File: config.mk
export PLATFORM = sky130hd
export DESIGN_NAME = nibble_serial_mult
export DESIGN_NICKNAME = d
export VERILOG_FILES = /design/src/rtl/nsm_pkg.sv /design/src/rtl/nsm_nibble_mult.sv /design/src/rtl/nsm_step_ctrl.sv /design/src/rtl/nsm_datapath.sv /design/src/rtl/nibble_serial_mult.sv
export SDC_FILE = /design/constraint.sdc
export NUM_CORES = 1
export LEC_CHECK = 0
export CAP_MARGIN = 20
export CORE_UTILIZATION = 59
export CTS_CLUSTER_SIZE = 28
export DETAILED_ROUTE_END_ITERATION = 10
export PLACE_DENSITY = 0.87
export SLEW_MARGIN = 20
export SYNTH_ARGS = -nofsm -noshare
export SYNTH_HDL_FRONTEND = slang
export SYNTH_HIERARCHICAL = 1
export SYNTH_SLANG_ARGS = --single-unit
export TNS_END_PERCENT = 10
File: constraint.sdc
create_clock -name clk -period 8.87 [get_ports clk]
set_clock_uncertainty 0.15 [all_clocks]
set_input_delay 1.774 -clock clk [delete_from_list [all_inputs] [get_ports clk]]
set_output_delay 1.774 -clock clk [all_outputs]
set_load 0.005 [all_outputs]
File: src/rtl/nsm_pkg.sv
`timescale 1ns/1ps
package nsm_pkg;
  typedef enum logic [2:0] {
    ST_IDLE = 3'd0,
    ST_LSB  = 3'd1,
    ST_MID  = 3'd2,
    ST_MSB  = 3'd3,
    ST_ERR  = 3'd4
  } step_state_e;

  // weight codes for the partial-product shifter
  localparam logic [1:0] SH_NONE = 2'b00;
  localparam logic [1:0] SH_ONE  = 2'b01;
  localparam logic [1:0] SH_TWO  = 2'b10;
endpackage

File: src/rtl/nsm_nibble_mult.sv
`timescale 1ns/1ps
module nsm_nibble_mult #(
  parameter int NIB = 4
) (
  input  logic [NIB-1:0]   a,
  input  logic [NIB-1:0]   b,
  output logic [2*NIB-1:0] p
);
  localparam int PW = 2 * NIB;

  // shift-and-add array, one row per multiplier bit
  logic [PW-1:0] row [NIB];
  logic [PW-1:0] sum [NIB+1];

  assign sum[0] = '0;
  for (genvar i = 0; i < NIB; i++) begin : g_row
    assign row[i]   = b[i] ? (PW'(a) << i) : '0;
    assign sum[i+1] = sum[i] + row[i];
  end
  assign p = sum[NIB];
endmodule

File: src/rtl/nsm_step_ctrl.sv
`timescale 1ns/1ps
module nsm_step_ctrl
  import nsm_pkg::*;
(
  input  logic        clk,
  input  logic        rst,
  input  logic        start,
  output step_state_e state,
  output logic [1:0]  step,
  output logic        step_go,
  output logic        last_go
);
  step_state_e nxt;

  always_comb begin
    nxt = state;
    unique case (state)
      ST_IDLE: nxt = start ? ST_LSB : ST_IDLE;
      ST_LSB:  nxt = (!start && step == 2'd0) ? ST_MID : ST_ERR;
      ST_MID: begin
        if (!start && step == 2'd1)      nxt = ST_MID;
        else if (!start && step == 2'd2) nxt = ST_MSB;
        else                             nxt = ST_ERR;
      end
      ST_MSB:  nxt = (!start && step == 2'd3) ? ST_IDLE : ST_ERR;
      ST_ERR:  nxt = start ? ST_LSB : ST_ERR;
      default: nxt = ST_IDLE;
    endcase
  end

  always_comb begin
    step_go = 1'b0;
    if (!start) begin
      unique case (state)
        ST_LSB:  step_go = (step == 2'd0);
        ST_MID:  step_go = (step == 2'd1) || (step == 2'd2);
        ST_MSB:  step_go = (step == 2'd3);
        default: step_go = 1'b0;
      endcase
    end
  end

  assign last_go = (state == ST_MSB) && !start && (step == 2'd3);

  always_ff @(posedge clk) begin
    if (rst) begin
      state <= ST_IDLE;
      step  <= '0;
    end else begin
      state <= nxt;
      step  <= start ? 2'd0 : step + 2'd1;
    end
  end
endmodule

File: src/rtl/nsm_datapath.sv
`timescale 1ns/1ps
module nsm_datapath
  import nsm_pkg::*;
#(
  parameter int NIB = 4
) (
  input  logic           clk,
  input  logic           rst,
  input  logic [2*NIB-1:0] op_a,
  input  logic [2*NIB-1:0] op_b,
  input  logic [1:0]     step,
  input  logic           step_go,
  input  logic           acc_clr,
  output logic [4*NIB-1:0] acc
);
  localparam int PPW = 2 * NIB;
  localparam int AW  = 4 * NIB;

  logic [NIB-1:0] nib_a, nib_b;
  logic [PPW-1:0] pp;
  logic [1:0]     sh_code;
  logic [AW-1:0]  pp_wide, pp_shift;

  // step bit 1 picks the high nibble of a, bit 0 the high nibble of b
  assign nib_a = step[1] ? op_a[2*NIB-1:NIB] : op_a[NIB-1:0];
  assign nib_b = step[0] ? op_b[2*NIB-1:NIB] : op_b[NIB-1:0];

  nsm_nibble_mult #(.NIB(NIB)) u_mul (
    .a(nib_a),
    .b(nib_b),
    .p(pp)
  );

  always_comb begin
    unique case (step)
      2'd0:    sh_code = SH_NONE;
      2'd3:    sh_code = SH_TWO;
      default: sh_code = SH_ONE;
    endcase
  end

  assign pp_wide = AW'(pp);

  always_comb begin
    unique case (sh_code)
      SH_ONE:  pp_shift = pp_wide << NIB;
      SH_TWO:  pp_shift = pp_wide << (2 * NIB);
      default: pp_shift = pp_wide;
    endcase
  end

  always_ff @(posedge clk) begin
    if (rst || acc_clr) acc <= '0;
    else if (step_go)   acc <= acc + pp_shift;
  end
endmodule

File: src/rtl/nibble_serial_mult.sv
`timescale 1ns/1ps
module nibble_serial_mult
  import nsm_pkg::*;
#(
  parameter int NIB = 4,
  localparam int OW = 2 * NIB,
  localparam int PROD_W = 4 * NIB
) (
  input  logic              clk,
  input  logic              rst,
  input  logic              start,
  input  logic [OW-1:0]     op_a,
  input  logic [OW-1:0]     op_b,
  output logic [PROD_W-1:0] product,
  output logic              done,
  output logic [2:0]        state_code
);
  step_state_e state;
  logic [1:0]  step;
  logic        step_go, last_go;

  nsm_step_ctrl u_ctrl (
    .clk    (clk),
    .rst    (rst),
    .start  (start),
    .state  (state),
    .step   (step),
    .step_go(step_go),
    .last_go(last_go)
  );

  nsm_datapath #(.NIB(NIB)) u_dp (
    .clk    (clk),
    .rst    (rst),
    .op_a   (op_a),
    .op_b   (op_b),
    .step   (step),
    .step_go(step_go),
    .acc_clr(start),
    .acc    (product)
  );

  always_ff @(posedge clk) begin
    if (rst) done <= 1'b0;
    else     done <= last_go;
  end

  assign state_code = state;
endmodule

==> qor.yml, run 1 <==
grt:
  gr-usage-met1_pct: 36.7
  antenna_found_initial: 0
  grt_use_total_pct: 28.2
  grt_overflow: 0
  use_met3_pct: 4.51
  grt_pass1_wl_um: 9400
  grt.busiest_layer: "met2"
  grt_pass1_vias: 2060
  grt_max_degree: 19
  grtUsageMet2_pct: 46.0
synth:
  netlist_top_cells_area: "dfxtp_1 18%, ha_1 16%, fa_1 5.0%"
  synth-edff-count: 0
  synth_nets: 333
  yosys.cell_types.count: 54
  yosysMostFrequentCell: "ha_1"
  syn_inst: 277
  synth-seq-cells: 22
  synth.avg_cell_area_um2: 8.62
  ys.warnings.count: 6
  ys_seq_area_share_pct: 18.4
  synthesis.area_um2: 2390
  yosys.area.top_type_share_pct: 18.4
  netlist_top_cells_count: "31 x ha_1, 22 x dfxtp_1, 21 x nand2_1, 21 x nor2_1, 19 x and2_1"
  synthArstFlopShare_pct: 0
  ys.flop_type: "dfxtp_1"
  yosysTopAreaCell: "dfxtp_1"
setup_path:
  worst_path_max_delay_cell: "fa_1"
  path_delay_family: "adder cells"
  crit_required_ns: 8.88
  crit_chain: "clkdlybuf4s50_1 > mux2_2 > and2_1 > fa_1 > inv_1 > fa_1 > inv_1 > ha_1 > fa_1 > a21o_1 > a21oi_2 > xnor2_1 > nand2_1 > o21ai_0 > ha_1 > nand4_4 > or3_1 > a211o_1 > a211oi_1 > nand4b_1 > o31ai_2"
  crit_fanout: 7
  cp-end-kind: "flop"
  rr_startpoint: "u_ctrl/step[0]"
  max_stage_delay_ns: 0.53
  cp_num_cells: 21
  startpoint_type: "input port"
  critPathMostFrequentCell: "fa_1"
  cp.arrival_ns: 6.90
  crit-reg2reg-capture: "u_dp/acc[15]"
  startpoint: "op_b[7]"
  rrSetupSlack_ns: 3.18
  reg2regPathDepth: 20
  endpoint: "u_dp/acc[15]"
  crit_buf_inv: 3
  path_class: "input port to flop"
sta:
  post-route-min-period_ns: 6.89
  rsz0062_at_grt: "no"
  setup_viol: 0
  tightestPinTransition_ns: 0.462
  hold_violations: 0
  final_max_slew_viol_count: 0
  slew_headroom_pct: 69.1
  worst_slack_ns: 1.98
  post-route-period-util_pct: 77.7
  finalSetupTns_ns: 0
  timing.fmax_mhz: 145
clock_tree:
  cts_tree: "yes"
  ctsHoldBuffers: 0
  cts_setup_buffers: 0
  cts_sinks: 22
  cts_inserted_buffers: 3
  htree_levels: 1
  clkTransAtPathRegs_ns: 0.09
  root_buffer: "clkbuf_8"
  clk_latency_ns: 0.27
  cts_resized: 0
  clockBufferDepth: 2
finish:
  area_delta_synth_final_pct: 18.1
  finalNetCount: 365
  final_layout_size_suffix_gt1_share_pct: 9.09
  fill_cells: 293
  diodes: 0
  post-route-util_pct: 74.8
die:
  pin_count: 39
  die_w_um: 65.6
  initial_core_util_pct: 63.3
  dieArea_um2: 4300
  rows: 22
  die_height_um: 65.6
  core_um2: 3770
placed_design:
  place_hpwl_um: 4240
  io_buffers: 38
  dp_slack_ns: 1.74
  gp_congestion: 0.903
job:
  max_cap_violations: 0
pwr:
  cellPowerDensity_nw_per_um2: 112
  ir_drop_uv: 71.8
  p_leak_nw: 1.21
worst_hold_path:
  holdCritPathClass: "flop to flop"
detailed_routing:
  vias: 2185
  viasPerCell: 6.14
  postRouteAntennaNets: 0
  drc: 0
  wire_per_inst_um: 15.7
  first_iter_violations: 170
  drt-total-wl_um: 5570
  dr.pass1.iters: 4
status:
  status: "completed"
## stage by stage
step / hold WS (ns) / std cells / cell area (µm²) / total power [W]
detailed placement: 0.333 / 352 / 2750 / 0.000219
CTS: 0.346 / 356 / 2820 / 0.000317
global placement: 0.323 / 352 / 2750 / 0.000215
floorplan: 0.322 / 277 / 2390 / 0.000191
global route: 0.391 / 356 / 2820 / 0.000336
finish: 0.339 / 356 / 2820 / 0.000317
## registers in the layout (all words and copies together), names as in the netlist
signal        flops
done              1
u_ctrl/step       2
u_ctrl/state      3
u_dp/acc         16
## worst min-delay path by stage
stage | from | endpoint | depth (start not counted)
after floorplan | u_dp/acc[14] | u_dp/acc[14] | 2
after detailed placement | u_dp/acc[9] | u_dp/acc[9] | 2
after global routing | u_dp/acc[2] | u_dp/acc[2] | 2
final | u_dp/acc[9] | u_dp/acc[9] | 2
after global placement | u_dp/acc[9] | u_dp/acc[9] | 2
after CTS | u_dp/acc[9] | u_dp/acc[9] | 2
## area by class of cell
type | instances | area [µm²] | share of cell area (%)
clock inverter | 1 | 30.0 | 1.07
inverter | 12 | 45.0 | 1.60
tap | 48 | 60.1 | 2.13
sequential | 22 | 440 | 15.6
multi-input combinational | 231 | 1810 | 64.4
clock buffer | 3 | 41.3 | 1.46
timing repair buffer | 39 | 388 | 13.8
## logic make-up (layout without fill, tap and decap cells)
group | count (synthesis) | after routing | share of synthesized area, %
xor+xnor | 15 | 15 | 5.50
buf+inv | 24 | 55 | 5.76
compound gates | 74 | 74 | 21.6
mux | 16 | 16 | 7.34
simple gates | 89 | 89 | 20.0
fa+ha+maj | 37 | 37 | 21.3
flops | 22 | 22 | 18.4
## layer usage
metal | up-vias | routed length, µm
li1 | 1066 | -
met1 | 1030 | 2490
met2 | 71 | 2650
met3 | 18 | 254
met4 | 0 | 172
met5 | - | 0
## worst reg2reg max path, delay by kind of cell, from the launching register on
family	cells	cell delay (ns)
compound gates	6	1.10
simple gates	5	0.95
fa+ha+maj	5	2.16
mux	1	0.41
xor+xnor	1	0.12
buf+inv	2	0.09
flops	1	0.58
## where the power goes
group,leakage (nW),switching (W),internal (W)
clock network,0.0357,0.0000370,0.0000604
logic,0.996,0.0000628,0.0000528
registers,0.178,0.00000335,0.000100
## cell usage in the layout (no fill, tap or decap), types with 5 or more instances in the layout
master / instances
and2_1: 19
dfxtp_1: 22
fa_1: 6
a21o_1: 9
nor2_1: 21
xor2_1: 6
a21oi_1: 11
mux2_2: 8
clkdlybuf4s50_1: 38
xnor2_1: 9
inv_1: 12
a211oi_1: 6
mux2i_1: 7
nor3_1: 6
a22oi_1: 5
ha_1: 31
nand2_1: 21
o21ai_0: 14
Note: power is estimated with default switching activity, not from simulation.
==> run 2, diff against run 1 <==
- CORE_UTILIZATION: 59 -> 49
- PLACE_DENSITY: 0.87 -> 0.77
- clock period: 8.87 -> 5.7 ns (I/O delays scaled with it)
==> run 2 against run 1 <==
Compared with the run above:
- setup slack worse by 1.8 ns
- first-iteration DRC count up 1.8%
- sequential share of layout area down 2.1 points
- flip-flop and latch count unchanged
- utilization down 5.5 points
- combinational power up 93%
- clock power up 16%
- non-clock buffer count up 43
- routed wire length up 8.7%
- via count up 6.6%
- register-to-register slack worse by 2.5 ns
- design area up 15%
- critical endpoint unchanged
- highest routed layer unchanged
==> qor.yml, run 2 (synthesis gave the netlist of run 1 again) <==
status:
  status: "completed"  # unchanged
detailed_routing:
  wire_per_inst_um: 15.0  # was 15.7 µm
  drt-total-wl_um: 6060  # was 5570 µm
  drc: 0  # unchanged
  first_iter_violations: 173  # was 170
  vias: 2329  # was 2185
  postRouteAntennaNets: 0  # unchanged
  viasPerCell: 5.75  # was 6.14
  dr.pass1.iters: 4  # unchanged
setup_path:
  crit-reg2reg-capture: "u_dp/acc[15]"  # unchanged
  startpoint_type: "input port"  # unchanged
  rrSetupSlack_ns: 0.65  # was 3.18 ns
  critPathMostFrequentCell: "buf_4"  # was fa_1
  cp-end-kind: "flop"  # unchanged
  crit_chain: "clkdlybuf4s15_1 > mux2_4 > and2_4 > fa_1 > inv_1 > fa_1 > inv_1 > ha_2 > fa_2 > buf_4 > buf_4 > xor2_1 > a22oi_1 > nor2_1 > ha_1 > buf_4 > and3_1 > a22oi_2 > a31o_2 > a211oi_1 > nand4b_1 > o31ai_2"  # was clkdlybuf4s50_1 > mux2_2 > and2_1 > fa_1 > inv_1 > fa_1 > inv_1 > ha_1 > fa_1 > a21o_1 > a21oi_2 > xnor2_1 > nand2_1 > o21ai_0 > ha_1 > nand4_4 > or3_1 > a211o_1 > a211oi_1 > nand4b_1 > o31ai_2
  crit_fanout: 8  # was 7
  cp_num_cells: 22  # was 21
  reg2regPathDepth: 21  # was 20
  cp.arrival_ns: 5.53  # was 6.90 ns
  path_delay_family: "adder cells"  # unchanged
  max_stage_delay_ns: 0.52  # was 0.53 ns
  crit_required_ns: 5.70  # was 8.88 ns
  crit_buf_inv: 6  # was 3
  path_class: "input port to flop"  # unchanged
  worst_path_max_delay_cell: "fa_1"  # unchanged
  rr_startpoint: "u_ctrl/step[1]"  # was u_ctrl/step[0]
clock_tree:
  clkTransAtPathRegs_ns: 0.08  # was 0.09 ns
  ctsHoldBuffers: 0  # unchanged
  clk_latency_ns: 0.26  # was 0.27 ns
  cts_sinks: 22  # unchanged
  htree_levels: 1  # unchanged
  root_buffer: "clkbuf_8"  # unchanged
  cts_inserted_buffers: 3  # unchanged
  cts_tree: "yes"  # unchanged
  clockBufferDepth: 2  # unchanged
job:
  max_cap_violations: 0  # unchanged
sta:
  hold_violations: 0  # unchanged
  setup_viol: 0  # unchanged
  post-route-min-period_ns: 5.54
  final_max_slew_viol_count: 0  # unchanged
  rsz0062_at_grt: "no"  # unchanged
  holdWs_ns: 0.333  # was 0.339 ns
  slew_headroom_pct: 66.4  # was 69.1%
  tightestPinTransition_ns: 0.502  # was 0.462 ns
  timing.fmax_mhz: 181
  post-route-period-util_pct: 97.1
die:
  initial_core_util_pct: 50.9  # was 63.3%
  die_w_um: 71.8  # was 65.6 µm
  rows: 25  # was 22
  pin_count: 39  # unchanged
  core_um2: 4690  # was 3770 µm²
  die_height_um: 71.8  # was 65.6 µm
  dieArea_um2: 5160  # was 4300 µm²
finish:
  layout_commonest_cell: "buf_4"  # was clkdlybuf4s50_1
  largest_reg_flops: 16  # unchanged
  reg_top3: "u_dp/acc x16, u_ctrl/state x3, u_ctrl/step x2"  # unchanged
  finalNetCount: 408  # was 365
  largest-register: "u_dp/acc"  # unchanged
  final_layout_size_suffix_gt1_share_pct: 23.1  # was 9.09%
  diodes: 0  # unchanged
  area_delta_synth_final_pct: 36.1  # was 18.1%
  final_cell_mix: "43 x buf_4, 30 x ha_1, 26 x clkdlybuf4s50_1"  # was 38 x clkdlybuf4s50_1, 31 x ha_1, 22 x dfxtp_1
  fill_cells: 370  # was 293
  stdcell_count: 405  # was 356
grt:
  grt_pass1_vias: 2240  # was 2060
  grt_max_degree: 19  # unchanged
  grt_overflow: 0  # unchanged
  grt_use_total_pct: 24.1  # was 28.2%
  antenna_found_initial: 0  # unchanged
  grt_pass1_wl_um: 9930  # was 9400 µm
placed_design:
  placedCellCount: 396  # was 352
  place_hpwl_um: 4510  # was 4240 µm
  gp_congestion: 0.934  # was 0.903
  io_buffers: 38  # unchanged
pwr:
  ir_drop_uv: 108  # was 71.8 µV
  p_leak_nw: 1.55  # was 1.21 nW
  cellPowerDensity_nw_per_um2: 153  # was 112 nW/µm²
  p_total_w: 0.000498  # was 0.000317 W
worst_hold_path:
  min_from: "u_dp/acc[14]"  # was u_dp/acc[9]
  holdCritPathClass: "flop to flop"  # unchanged
  whs_path_depth: 2  # unchanged
  min_to: "u_dp/acc[14]"  # was u_dp/acc[9]
-- run 2: timing repair --
action | CTS | global route
pin swaps | 25 | 17
setup endpoints to repair | 7 | 8
gates resized for setup | 20 | 16
setup buffers | 3 | 2
hold endpoints to repair | 0 | 0
-- run 2: cell type report --
type                    count  area, µm²  area share, %
multi-input cells         231       1900           58.5
inverters                  12       45.0           1.39
clock buffers               4       55.1           1.69
repair buffers             82        739           22.8
flip-flops and latches     22        440           13.6
well taps                  54       67.6           2.08
-- run 2: worst max-delay path by stage --
| stage | slack (ns) | from | to |
|---|---|---|---|
| floorplan | 0.01 | op_b[7] | u_dp/acc[15] |
| global placement | -0.46 | op_b[7] | u_dp/acc[15] |
| detailed placement | -0.52 | op_b[7] | u_dp/acc[14] |
| CTS | 0.006 | op_a[2] | u_dp/acc[14] |
| global route | 0.02 | op_b[1] | u_dp/acc[14] |
| finish | 0.16 | op_b[1] | u_dp/acc[15] |
-- run 2: per-layer routing --
| metal | global-route usage (%) | up-vias | share of wire (%) |
|---|---|---|---|
| li1 | - | 1151 | - |
| met1 | 31.5 | 1110 | 45 |
| met2 | 40.3 | 56 | 49 |
| met3 | 3.38 | 12 | 3.5 |
| met4 | 8.93 | 0 | 2.2 |
| met5 | 0 | - | 0 |
-- run 2: power breakdown --
| group | switching (W) | internal [W] | total [W] |
|---|---|---|---|
| clock | 0.0000518 | 0.0000615 | 0.000113 |
| combinational | 0.000107 | 0.000117 | 0.000224 |
| sequential | 0.00000465 | 0.000156 | 0.000161 |
| total | 0.000163 | 0.000335 | 0.000498 |
-- run 2: worst register-to-register path, delay by kind of cell, from the launching register on --
kind	cells	cell delay (ns)
multiplexers	1	0.34
adder cells (fa/ha/maj)	5	1.89
flip-flops	1	0.48
buffers and inverters	5	0.54
AND/OR/NAND/NOR	4	0.56
AO/OA/AOI/OAI	5	0.81
XOR/XNOR	1	0.16
-- run 2: through the flow --
step | TNS [ns] | worst slack (ns) | utilization, % | area (µm²)
after floorplan | 0 | 0.0146 | - | 2390
after global placement | -2.70 | -0.457 | 64.8 | 3040
after detailed placement | -3.19 | -0.523 | 64.8 | 3040
after CTS | 0 | 0.00575 | 67.8 | 3180
after global routing | 0 | 0.0169 | 69.2 | 3250
final | 0 | 0.164 | 69.2 | 3250
==> run 3, diff against run 2 <==
==> constraint.sdc (replaced) <==
create_clock -name clk -period 5.7 [get_ports clk]
set_clock_uncertainty 0.15 [all_clocks]
set_input_delay 0.57 -clock clk [delete_from_list [all_inputs] [get_ports clk]]
set_output_delay 0.57 -clock clk [all_outputs]
set_load 0.005 [all_outputs]
==> run 3 against run 2 <==
Compared with the run above:
- flip-flop and latch count stayed put
- clock-buffer cell count is 1 lower
- maximum frequency is 0.80% higher
- utilization is 8.1 points lower
- critical path type unchanged
- critical endpoint unchanged
- largest cell class unchanged
==> qor.yml, run 3 (synthesis gave the netlist of run 1 again) <==
finish:
  layout_commonest_cell: "clkdlybuf4s50_1"  # was buf_4
  finalNetCount: 373  # was 408
  fill_cells: 441  # was 370
  multi_input_area_um2: 1830  # was 1900 µm²
  fin_area_um2: 2870  # was 3250 µm²
  stdcell_count: 369  # was 405
  largest_reg_flops: 16  # unchanged
  diodes: 0  # unchanged
  reg_top3: "u_dp/acc x16, u_ctrl/state x3, u_ctrl/step x2"  # unchanged
  final_cell_mix: "38 x clkdlybuf4s50_1, 31 x ha_1, 22 x dfxtp_1"  # was 43 x buf_4, 30 x ha_1, 26 x clkdlybuf4s50_1
  regArea_um2: 440  # unchanged
  area_delta_synth_final_pct: 20.2  # was 36.1%
  largest-register: "u_dp/acc"  # unchanged
  final_layout_size_suffix_gt1_share_pct: 11.7  # was 23.1%
pwr:
  power_frac_seq_pct: 36.3  # was 32.3%
  clkPwrFrac_pct: 22.4  # was 22.8%
  ir_drop_uv: 85.3  # was 108 µV
  p_switching_w: 0.000154  # was 0.000163 W
  combPwrFrac_pct: 41.3  # was 44.9%
  p_sw_share_pct: 34.8  # was 32.7%
  cellPowerDensity_nw_per_um2: 154  # was 153 nW/µm²
  p_int_w: 0.000288  # was 0.000335 W
  p_leak_nw: 1.24  # was 1.55 nW
setup_path:
  reg2regPathDepth: 20  # was 21
  path_class: "input port to flop"  # unchanged
  crit_fanout: 4  # was 8
  path_delay_family: "adder cells"  # unchanged
  cp_num_cells: 21  # was 22
  worst_path_max_delay_cell: "fa_1"  # unchanged
  max_stage_delay_ns: 0.53  # was 0.52 ns
  crit_chain: "clkdlybuf4s50_1 > mux2_2 > and2_1 > fa_1 > inv_1 > fa_1 > inv_1 > ha_1 > fa_1 > a21o_1 > a21oi_2 > xnor2_1 > nand2_1 > o21ai_0 > ha_1 > nand4_4 > or3_1 > a211o_1 > a211oi_1 > nand4b_1 > o31ai_2"  # was clkdlybuf4s15_1 > mux2_4 > and2_4 > fa_1 > inv_1 > fa_1 > inv_1 > ha_2 > fa_2 > buf_4 > buf_4 > xor2_1 > a22oi_1 > nor2_1 > ha_1 > buf_4 > and3_1 > a22oi_2 > a31o_2 > a211oi_1 > nand4b_1 > o31ai_2
  startpoint_type: "input port"  # unchanged
  cp-end-kind: "flop"  # unchanged
  critPathMostFrequentCell: "fa_1"  # was buf_4
  crit_required_ns: 5.69  # was 5.70 ns
  cp.arrival_ns: 5.49  # was 5.53 ns
  crit_buf_inv: 3  # was 6
placed_design:
  placed_area_um2: 2820  # was 3040 µm²
  io_buffers: 38  # unchanged
  place_hpwl_um: 4420  # was 4510 µm
  placedCellCount: 366  # was 396
  gp_congestion: 0.896  # was 0.934
detailed_routing:
  viasPerCell: 5.88  # was 5.75
  wire_per_inst_um: 14.8  # was 15.0 µm
  vias: 2168  # was 2329
  postRouteAntennaNets: 0  # unchanged
  dr.pass1.iters: 4  # unchanged
  drc: 0  # unchanged
  first_iter_violations: 148  # was 173
  drt-total-wl_um: 5460  # was 6060 µm
grt:
  grt_pass1_wl_um: 8990  # was 9930 µm
  grt_pass1_vias: 2053  # was 2240
  grt_max_degree: 19  # unchanged
  grt_use_total_pct: 21.8  # was 24.1%
  antenna_found_initial: 0  # unchanged
  grt_overflow: 0  # unchanged
sta:
  slew_headroom_pct: 70.2  # was 66.4%
  final_max_slew_viol_count: 0  # unchanged
  setup_viol: 0  # unchanged
  hold_violations: 0  # unchanged
  post-route-min-period_ns: 5.49  # was 5.54 ns
  post-route-period-util_pct: 96.3  # was 97.1%
  finalSetupTns_ns: 0  # unchanged
  tightestPinTransition_ns: 0.443  # was 0.502 ns
  rsz0062_at_grt: "no"  # unchanged
  timing.fmax_mhz: 182  # was 181 MHz
clock_tree:
  clockBufferDepth: 2  # unchanged
  htree_levels: 1  # unchanged
  clkTransAtPathRegs_ns: 0.07  # was 0.08 ns
  ctsHoldBuffers: 0  # unchanged
  cts_sinks: 22  # unchanged
  cts_tree: "yes"  # unchanged
  root_buffer: "clkbuf_8"  # unchanged
  cts_setup_buffers: 0  # was 3
  cts_inserted_buffers: 3  # unchanged
  clk_latency_ns: 0.26  # about the same
die:
  rows: 25  # unchanged
  die_w_um: 71.8  # unchanged
  dieArea_um2: 5160  # unchanged
  core_um2: 4690  # unchanged
  pin_count: 39  # unchanged
  initial_core_util_pct: 50.9  # unchanged
  die_height_um: 71.8  # unchanged
job:
  max_cap_violations: 0  # unchanged
worst_hold_path:
  whs_path_depth: 2  # unchanged
  holdCritPathClass: "flop to flop"  # unchanged
status:
  status: "completed"  # unchanged
## run 3: worst reg2reg max path, delay by kind of cell, from the launching register on
kind	cells	cell delay [ns]
fa+ha+maj	5	2.03
compound gates	6	1.06
simple gates	5	0.92
flops	1	0.45
mux	1	0.42
xor+xnor	1	0.11
buf+inv	2	0.09
## run 3: through the flow
stage,utilization [%],setup slack (ns),hold WS [ns],total power (W)
after floorplan,-,0.567,0.322,0.000297
after global placement,60.0,0.0537,0.322,0.000339
after detailed placement,60.0,-0.0805,0.332,0.000345
after CTS,60.9,0.197,0.343,0.000447
after global routing,61.1,0.00139,0.377,0.000473
final,61.1,0.208,0.340,0.000442
## run 3: metal layers
| metal | global-route usage (%) | vias up | routed length, µm |
|---|---|---|---|
| met2 | 36.5 | 43 | 2670 |
| met3 | 3.94 | 14 | 151 |
| met5 | 0 | - | 0 |
| met4 | 8.28 | 0 | 127 |
| met1 | 27.8 | 1025 | 2520 |
| li1 | - | 1086 | - |
## run 3: timing repair
action / CTS / global route
hold endpoints to repair: 0 / 0
setup endpoints to repair: 0 / 2
gates resized for setup: 0 / 3
## run 3: power groups by stage
stage	sequential [W]	clock, W	combinational (W)
final	0.000161	0.0000992	0.000183
after global routing	0.000161	0.000109	0.000203
after CTS	0.000160	0.000104	0.000183
after detailed placement	0.000164	0	0.000181
after global placement	0.000164	0	0.000175
after floorplan	0.000163	0	0.000133
## run 3: final timing paths
check	slack, ns	from	endpoint
worst min register to register	0.34	u_dp/acc[11]	u_dp/acc[11]
worst max register to register	0.37	u_ctrl/step[1]	u_dp/acc[15]
worst min-delay path	0.34	u_dp/acc[11]	u_dp/acc[11]
worst max-delay path	0.21	op_a[4]	u_dp/acc[15]
## run 3: layout make-up
class                      count  share of cell area [%]
inverter                      12                    1.57
sequential                    22                    15.4
multi-input combinational    231                    63.7
clock buffer                   3                    1.44
timing repair buffer          47                    15.6
tap                           54                    2.35
